==> src/rtl/rxdma_pkg.sv <==
package rxdma_pkg;

    typedef enum logic [1:0] {
        ST_IDLE   = 2'd0,
        ST_DECIDE = 2'd1,
        ST_ISSUE  = 2'd2,
        ST_DONE   = 2'd3
    } rxdma_state_e;

    localparam logic [1:0] SZ_BYTE = 2'd0;
    localparam logic [1:0] SZ_WORD = 2'd2;

    localparam int unsigned LANES = 4;

endpackage

==> src/rtl/rxdma_byte_fifo.sv <==
module rxdma_byte_fifo #(
    parameter int unsigned FIFO_WORDS = 8,
    localparam int unsigned DEPTH = FIFO_WORDS * 4,
    localparam int unsigned PTR_W = $clog2(DEPTH),
    localparam int unsigned LVL_W = $clog2(DEPTH + 1)
) (
    input  logic             clk,
    input  logic             rst_n,
    input  logic             in_valid_i,
    input  logic [7:0]       in_data_i,
    input  logic             in_last_i,
    output logic             in_ready_o,
    input  logic             pop_byte_i,
    input  logic             pop_word_i,
    output logic [LVL_W-1:0] level_o,
    output logic             eop_held_o,
    output logic [31:0]      peek_data_o,
    output logic [3:0]       peek_last_o
);
    import rxdma_pkg::*;

    typedef struct packed {
        logic [PTR_W-1:0] wptr;
        logic [PTR_W-1:0] rptr;
        logic [LVL_W-1:0] level;
        logic             eop_held;
    } fifo_s;

    fifo_s q, n;
    logic [8:0] mem_q [DEPTH];
    logic push;
    logic [LVL_W-1:0] pop_n;
    logic popped_last;

    for (genvar k = 0; k < LANES; k++) begin : g_peek
        logic [PTR_W-1:0] idx;
        assign idx = q.rptr + PTR_W'(k);
        assign peek_data_o[8*k +: 8] = mem_q[idx][7:0];
        assign peek_last_o[k]        = mem_q[idx][8];
    end

    assign in_ready_o = (q.level < LVL_W'(DEPTH)) && !q.eop_held;
    assign level_o    = q.level;
    assign eop_held_o = q.eop_held;

    always_comb begin
        n           = q;
        push        = in_valid_i && in_ready_o;
        pop_n       = pop_word_i ? LVL_W'(4) : (pop_byte_i ? LVL_W'(1) : '0);
        popped_last = (pop_byte_i && peek_last_o[0]) || (pop_word_i && (|peek_last_o));
        n.rptr      = q.rptr + PTR_W'(pop_n);
        n.level     = q.level - pop_n;
        if (popped_last) begin
            n.eop_held = 1'b0;
        end
        if (push) begin
            n.wptr  = q.wptr + PTR_W'(1);
            n.level = n.level + LVL_W'(1);
            if (in_last_i) begin
                n.eop_held = 1'b1;
            end
        end
    end

    always_ff @(posedge clk or negedge rst_n) begin
        if (!rst_n) begin
            q <= '0;
        end else begin
            q <= n;
        end
    end

    always_ff @(posedge clk) begin
        if (push) begin
            mem_q[q.wptr] <= {in_last_i, in_data_i};
        end
    end

    // a word read never reaches past the stored bytes
    p_pop_avail_r3: assert property (@(posedge clk) disable iff (!rst_n)
        pop_word_i |-> (q.level >= LVL_W'(4)));

    // a byte read needs at least one stored byte
    p_byte_avail_r5: assert property (@(posedge clk) disable iff (!rst_n)
        pop_byte_i |-> (q.level != '0));

    // level stays within capacity
    p_no_overflow_r10: assert property (@(posedge clk) disable iff (!rst_n)
        q.level <= LVL_W'(DEPTH));

    // a held packet end stays until it is read out
    p_eop_hold_r10: assert property (@(posedge clk) disable iff (!rst_n)
        (q.eop_held && !pop_byte_i && !pop_word_i) |=> q.eop_held);

endmodule

==> src/rtl/rxdma_lane_pack.sv <==
module rxdma_lane_pack (
    input  logic [31:0] peek_data_i,
    input  logic [1:0]  size_i,
    input  logic [1:0]  lane_i,
    output logic [31:0] data_o
);
    import rxdma_pkg::*;

    always_comb begin
        if (size_i == SZ_WORD) begin
            data_o = peek_data_i;
        end else begin
            data_o = {24'd0, peek_data_i[7:0]} << {lane_i, 3'b000};
        end
    end

endmodule

==> src/rtl/rxdma_xfer_ctrl.sv <==
module rxdma_xfer_ctrl #(
    parameter int unsigned ADDR_W     = 32,
    parameter int unsigned CNT_W      = 16,
    parameter int unsigned FIFO_WORDS = 8,
    localparam int unsigned DEPTH  = FIFO_WORDS * 4,
    localparam int unsigned LVL_W  = $clog2(DEPTH + 1),
    localparam int unsigned HALF   = FIFO_WORDS / 2,
    localparam int unsigned LEN_W  = $clog2(HALF + 1)
) (
    input  logic              clk,
    input  logic              rst_n,
    input  logic              start_i,
    input  logic [ADDR_W-1:0] start_addr_i,
    input  logic              ack_i,
    input  logic [LVL_W-1:0]  lvl_i,
    input  logic              eop_held_i,
    input  logic [3:0]        peek_last_i,
    output logic              pop_byte_o,
    output logic              pop_word_o,
    output logic              req_o,
    output logic [ADDR_W-1:0] addr_o,
    output logic [1:0]        size_o,
    output logic [LEN_W-1:0]  len_o,
    output logic              done_o,
    output logic [CNT_W-1:0]  done_bytes_o
);
    import rxdma_pkg::*;

    localparam logic [LVL_W-1:0] HALF_BYTES = LVL_W'(HALF * 4);
    localparam logic [LVL_W-1:0] HALF_WORDS = LVL_W'(HALF);

    typedef struct packed {
        rxdma_state_e      state;
        logic [ADDR_W-1:0] addr;
        logic [CNT_W-1:0]  bytes;
        logic [1:0]        size;
        logic [LEN_W-1:0]  len;
        logic [LEN_W-1:0]  beats;
        logic              pkt_end;
    } ctrl_s;

    ctrl_s q, n;
    logic [LVL_W-1:0] words_avail;
    logic [LEN_W-1:0] tail_len;

    assign words_avail = lvl_i >> 2;
    assign tail_len    = (words_avail >= HALF_WORDS) ? LEN_W'(HALF) : words_avail[LEN_W-1:0];

    always_comb begin
        n          = q;
        pop_byte_o = 1'b0;
        pop_word_o = 1'b0;
        case (q.state)
            ST_IDLE: begin
                if (start_i) begin
                    n.addr    = start_addr_i;
                    n.bytes   = '0;
                    n.pkt_end = 1'b0;
                    n.state   = ST_DECIDE;
                end
            end
            ST_DECIDE: begin
                if (lvl_i != '0) begin
                    if ((q.addr[1:0] != 2'b00) || (eop_held_i && (lvl_i < LVL_W'(4)))) begin
                        n.size  = SZ_BYTE;
                        n.len   = LEN_W'(1);
                        n.beats = LEN_W'(1);
                        n.state = ST_ISSUE;
                    end else if (eop_held_i) begin
                        n.size  = SZ_WORD;
                        n.len   = tail_len;
                        n.beats = tail_len;
                        n.state = ST_ISSUE;
                    end else if (lvl_i >= HALF_BYTES) begin
                        n.size  = SZ_WORD;
                        n.len   = LEN_W'(HALF);
                        n.beats = LEN_W'(HALF);
                        n.state = ST_ISSUE;
                    end
                end
            end
            ST_ISSUE: begin
                if (ack_i) begin
                    if (q.size == SZ_WORD) begin
                        pop_word_o = 1'b1;
                        n.addr     = q.addr + ADDR_W'(4);
                        n.bytes    = q.bytes + CNT_W'(4);
                        n.pkt_end  = q.pkt_end | (|peek_last_i);
                    end else begin
                        pop_byte_o = 1'b1;
                        n.addr     = q.addr + ADDR_W'(1);
                        n.bytes    = q.bytes + CNT_W'(1);
                        n.pkt_end  = q.pkt_end | peek_last_i[0];
                    end
                    n.beats = q.beats - LEN_W'(1);
                    if (q.beats == LEN_W'(1)) begin
                        n.state = n.pkt_end ? ST_DONE : ST_DECIDE;
                    end
                end
            end
            default: begin
                n.state = ST_IDLE;
            end
        endcase
    end

    always_ff @(posedge clk or negedge rst_n) begin
        if (!rst_n) begin
            q <= '0;
        end else begin
            q <= n;
        end
    end

    assign req_o        = (q.state == ST_ISSUE);
    assign addr_o       = q.addr;
    assign size_o       = q.size;
    assign len_o        = q.len;
    assign done_o       = (q.state == ST_DONE);
    assign done_bytes_o = q.bytes;

    // a burst begun before the packet end follows a level at the threshold
    p_threshold_r1: assert property (@(posedge clk) disable iff (!rst_n)
        ($rose(req_o) && (size_o == SZ_WORD) && !eop_held_i) |-> ($past(lvl_i) >= HALF_BYTES));

    // word bursts carry between one and half-depth beats
    p_word_len_r2: assert property (@(posedge clk) disable iff (!rst_n)
        (req_o && (size_o == SZ_WORD)) |-> ((len_o != '0) && (len_o <= LEN_W'(HALF))));

    // a short word burst only occurs once the packet end is stored
    p_short_burst_r3: assert property (@(posedge clk) disable iff (!rst_n)
        (req_o && (size_o == SZ_WORD) && (len_o < LEN_W'(HALF))) |-> eop_held_i);

    // word bursts are word-aligned
    p_word_aligned_r4: assert property (@(posedge clk) disable iff (!rst_n)
        (req_o && (size_o == SZ_WORD)) |-> (addr_o[1:0] == 2'b00));

    // byte accesses are single-beat
    p_byte_single_r5: assert property (@(posedge clk) disable iff (!rst_n)
        (req_o && (size_o == SZ_BYTE)) |-> (len_o == LEN_W'(1)));

    // address advances by the beat size inside an access
    p_addr_step_r6: assert property (@(posedge clk) disable iff (!rst_n)
        (req_o && ack_i && (q.beats != LEN_W'(1))) |=>
        (addr_o == $past(addr_o) + ((size_o == SZ_WORD) ? ADDR_W'(4) : ADDR_W'(1))));

    // request drops after the final acknowledged beat
    p_req_gap_r8: assert property (@(posedge clk) disable iff (!rst_n)
        (req_o && ack_i && (q.beats == LEN_W'(1))) |=> !req_o);

    // done is a single-cycle pulse
    p_done_pulse_r9: assert property (@(posedge clk) disable iff (!rst_n)
        done_o |=> !done_o);

endmodule

==> src/rtl/rxdma_burst_writer.sv <==
module rxdma_burst_writer #(
    parameter int unsigned ADDR_W     = 32,
    parameter int unsigned CNT_W      = 16,
    parameter int unsigned FIFO_WORDS = 8,
    localparam int unsigned DEPTH = FIFO_WORDS * 4,
    localparam int unsigned LVL_W = $clog2(DEPTH + 1),
    localparam int unsigned HALF  = FIFO_WORDS / 2,
    localparam int unsigned LEN_W = $clog2(HALF + 1)
) (
    input  logic              clk,
    input  logic              rst_n,
    input  logic              in_valid,
    input  logic [7:0]        in_data,
    input  logic              in_last,
    output logic              in_ready,
    input  logic              start,
    input  logic [ADDR_W-1:0] start_addr,
    output logic              wr_req,
    output logic [ADDR_W-1:0] wr_addr,
    output logic [1:0]        wr_size,
    output logic [LEN_W-1:0]  wr_len,
    output logic [31:0]       wr_data,
    input  logic              wr_ack,
    output logic              done,
    output logic [CNT_W-1:0]  done_bytes
);

    logic [LVL_W-1:0] level;
    logic             eop_held;
    logic [31:0]      peek_data;
    logic [3:0]       peek_last;
    logic             pop_byte;
    logic             pop_word;

    rxdma_byte_fifo #(.FIFO_WORDS(FIFO_WORDS)) u_fifo (
        .clk         (clk),
        .rst_n       (rst_n),
        .in_valid_i  (in_valid),
        .in_data_i   (in_data),
        .in_last_i   (in_last),
        .in_ready_o  (in_ready),
        .pop_byte_i  (pop_byte),
        .pop_word_i  (pop_word),
        .level_o     (level),
        .eop_held_o  (eop_held),
        .peek_data_o (peek_data),
        .peek_last_o (peek_last)
    );

    rxdma_xfer_ctrl #(
        .ADDR_W     (ADDR_W),
        .CNT_W      (CNT_W),
        .FIFO_WORDS (FIFO_WORDS)
    ) u_ctrl (
        .clk          (clk),
        .rst_n        (rst_n),
        .start_i      (start),
        .start_addr_i (start_addr),
        .ack_i        (wr_ack),
        .lvl_i        (level),
        .eop_held_i   (eop_held),
        .peek_last_i  (peek_last),
        .pop_byte_o   (pop_byte),
        .pop_word_o   (pop_word),
        .req_o        (wr_req),
        .addr_o       (wr_addr),
        .size_o       (wr_size),
        .len_o        (wr_len),
        .done_o       (done),
        .done_bytes_o (done_bytes)
    );

    rxdma_lane_pack u_pack (
        .peek_data_i (peek_data),
        .size_i      (wr_size),
        .lane_i      (wr_addr[1:0]),
        .data_o      (wr_data)
    );

endmodule

==> config.mk <==
export PLATFORM = sky130hd
export DESIGN_NAME = rxdma_burst_writer
export DESIGN_NICKNAME = d
export VERILOG_FILES = /design/src/rtl/rxdma_pkg.sv /design/src/rtl/rxdma_byte_fifo.sv /design/src/rtl/rxdma_lane_pack.sv /design/src/rtl/rxdma_xfer_ctrl.sv /design/src/rtl/rxdma_burst_writer.sv
export SDC_FILE = /design/constraint.sdc
export NUM_CORES = 1
export LEC_CHECK = 0
export ABC_CLOCK_PERIOD_IN_PS = 8850
export BUFFER_PORTS_ARGS = -buffer_cell sky130_fd_sc_hd__buf_2
export CAP_MARGIN = 40
export CORE_MARGIN = 4
export CORE_UTILIZATION = 55
export CTS_CLUSTER_SIZE = 40
export DETAILED_ROUTE_END_ITERATION = 10
export PLACE_DENSITY = 0.73
export RECOVER_POWER = 25
export SLEW_MARGIN = 20
export SYNTH_ARGS = -nofsm -noshare
export SYNTH_HDL_FRONTEND = slang
export SYNTH_SLANG_ARGS = --single-unit
==> constraint.sdc <==
create_clock -name clk -period 8.85 [get_ports clk]
set_clock_uncertainty 0.15 [all_clocks]
set_input_delay 0.4425 -clock clk [delete_from_list [all_inputs] [get_ports clk]]
set_output_delay 0.4425 -clock clk [all_outputs]
set_load 0.005 [all_outputs]
==> flow_summary_export.csv <==
group,metric,value,unit
floorplanning,die_y,213.3,µm
grt,grt_pass1_vias,15725,
min_path,min-delay-start,"start_addr[12]",
pwr,p_int,0.006084,W
timing,holdWs,24.82,ps
pwr,switching_share,41.67,%
clocking,cts_resized,0,
pwr,ir_worst_vdd,0.0003246,V
grt,grt_pass1_wl,99.48,mm
final_layout,synthToLayoutAreaGrowth,11.71,%
clocking,numCtsBuffers,41,
pwr,pwr-share-seq,21.9,%
timing,max_freq,180.7,MHz
placement,gp_congestion,0.9058,
min_path,hold_path.class,"in -> reg",
floorplanning,io_pins,134,
setup_path,reg2reg_from,"u_fifo.q[9]",
final_layout,final_common_cell,"mux4_2",
setup_path,worst-endpoint-required,8260,ps
timing,rsz0062_at_grt,"false",
route,drc,0,
final_layout,drive_gt1_share,38.84,%
floorplanning,die_area,45490,µm²
route,vias,16329,
route,routed_wl,67.02,mm
yosys,async_flop_share,20.66,%
run_status,status,"complete, no violations",
clocking,insertion_delay,590,ps
grt,grt-ovfl-total,0,
timing,finalSetupTns,0,ps
setup_path,worstSetupPathType,"reg -> out",
final_layout,register_area,10540,µm²
yosys,syn_avg_cell_area,14.69,µm²
route,initialDrtViolationCount,2415,
yosys,seq_area_frac_synth,45.41,%
grt,grt_max_degree,135,
timing,slew_headroom,11.48,%
yosys,synth_cell_type_count,65,
final_layout,nNetsFinal,1725,
setup_path,setup.worst_path.end_class,"output port",
yosys,netlist_instances,1578,
pwr,leakage,8.860,nW
setup_path,cp_data_arrival_time,4940,ps
route,ant_nets,0,
yosys,ys_dominant_reg_cell,"edfxtp_1",
placement,hpwlAfterDp,44.75,mm
route,wl_per_cell,30.15,µm
grt,grt_usage,29.42,%
floorplanning,die_x,213.3,µm
run,cap_violations,0,
route,firstDrtPassIters,6,
yosys,synth_edf_count,288,
timing,tightest_slew,1328,ps
pwr,power.density,402.8,nW/µm²
route,post_drt_via_cell_ratio,7.345,
clocking,clock_path_buffers,3,
yosys,syn_area,23180,µm²
setup_path,cp_max_fo,47,
pwr,finalPower,0.01043,W
yosys,synth_nets,1646,
yosys,synth.ff_latch_count,363,
timing,hold_viol,0,
timing,slew_viol_final,0,
clocking,htree_levels,2,
final_layout,layout_common_cells,"mux4_2 (327), edfxtp_1 (288), nand2_1 (157)",
clocking,clk_root_buffer_cell,"clkbuf_16",
clocking,clk_pin_slew,60,ps
final_layout,multi_input_area,11690,µm²
timing,setup_viol,0,
final_layout,n_fill_cell,2902,
timing,period_needed,5535,ps
timing,finalCritPeriodShare,62.54,%
floorplanning,start_util,56.26,%
setup_path,cp-start-kind,"flip-flop",
grt,antenna_found_initial,4,
placement,portBuffers,132,
pwr,p_switching,0.004345,W
floorplanning,coreArea,41200,µm²
setup_path,startpoint,"u_fifo.q[7]",
clocking,cts_tree,"done",
pwr,clkPwrFrac,16.8,%
yosys,ys_warn_count,0,
pwr,power_frac_comb,61.3,%
floorplanning,fp-row-count,74,
clocking,clkSinkCount,363,
-- cell usage after synthesis, drive strengths merged, types with 22 or more instances --
cell type	instances	area (µm²)
a21oi	54	270.3
a311oi	23	201.4
dfrtp	75	1877
nor2	97	364.1
edfxtp	288	8648
buf	135	918.4
xor2	22	200.2
o21ai	71	355.3
and3	24	150.1
nand3	35	175.2
ha	22	275.3
nand2	157	589.3
mux2	24	270.3
mux4	327	7365
clkbuf	42	158.9
-- per-stage QoR --
stage	cells	util (%)	setup slack, ps	cell area, µm²
2_1_floorplan	1578	-	4845	23180
3_3_place_gp	2102	58.02	3989	23910
3_5_place_dp	2128	58.96	3893	24290
4_1_cts	2216	62.62	3287	25800
5_1_grt	2221	62.83	3026	25890
6_report	2223	62.85	3315	25890
-- path summary, 6_finish.rpt --
| check | to | slack [ps] | depth (start not counted) |
|---|---|---|---|
| max in group asynchronous | u_ctrl.addr_o[2] | 7370 | 3 |
| worst min register to register | u_ctrl.len_o[0] | 350 | 2 |
| worst min-delay path | u_ctrl.addr_o[12] | 20 | 3 |
| min in group asynchronous | u_ctrl.q[58] | 190 | 2 |
| worst max register to register | u_ctrl.q[58] | 4620 | 10 |
| worst max-delay path | wr_data[8] | 3320 | 9 |
-- sequential cells by signal (all words and copies together), names as in the netlist --
register and flops:
u_ctrl.len_o 3, u_fifo.mem_q 288, u_fifo.level_o 6, u_ctrl.size_o 1, u_ctrl.done_bytes_o 16, u_ctrl.addr_o 32
u_ctrl.q 6, u_fifo.q 10, u_fifo.eop_held_o 1
-- what timing repair did --
item	4_1_cts	5_1_grt
hold endpoints to repair	40	0
setup buffers	0	0
hold buffers	13	0
-- per-layer routing --
metal	track usage, %	part of all wire, %	vias to the layer above
li1	-	-	6556
met1	38.07	34	8177
met2	45.30	47	1351
met3	10.09	14	241
met4	13.99	5.0	4
met5	0	0.046	-
-- worst max-delay path: stages (launching register included) --
cell,delay [ps]
dfrtp_4,650
inv_2,290
ha_4,890
buf_4,740
mux4_2,600
mux4_2,510
mux2_1,320
nand2_1,70
o21ai_1,80
buf_2,160
-- cells by family after synthesis --
logic type | Yosys count | synth area share (%)
mux | 369 | 33.84
xor+xnor | 41 | 1.582
compound gates | 206 | 5.517
simple gates | 381 | 7.508
fa+ha+maj | 22 | 1.188
flops | 363 | 45.41
buf+inv | 195 | 4.939
other cells | 1 | 0.01618
-- power by group through the flow --
stage	clock network, W	registers, W	logic (W)
floorplan	0	0.00218	0.00471
global placement	0	0.00230	0.00602
detailed placement	0	0.00231	0.00621
CTS	0.00177	0.00228	0.00626
global route	0.00185	0.00231	0.00679
finish	0.00175	0.00229	0.00639
-- area by class of cell --
type                    count  area share (%)
multi-input cells        1020           45.13
clock buffers              58           4.446
flip-flops and latches    363           40.69
diodes                      2         0.01933
repair buffers            213           6.016
well taps                 532           2.571
clock inverters            17          0.8746
inverters                  18          0.2609
(Power assumes the default switching activity.)
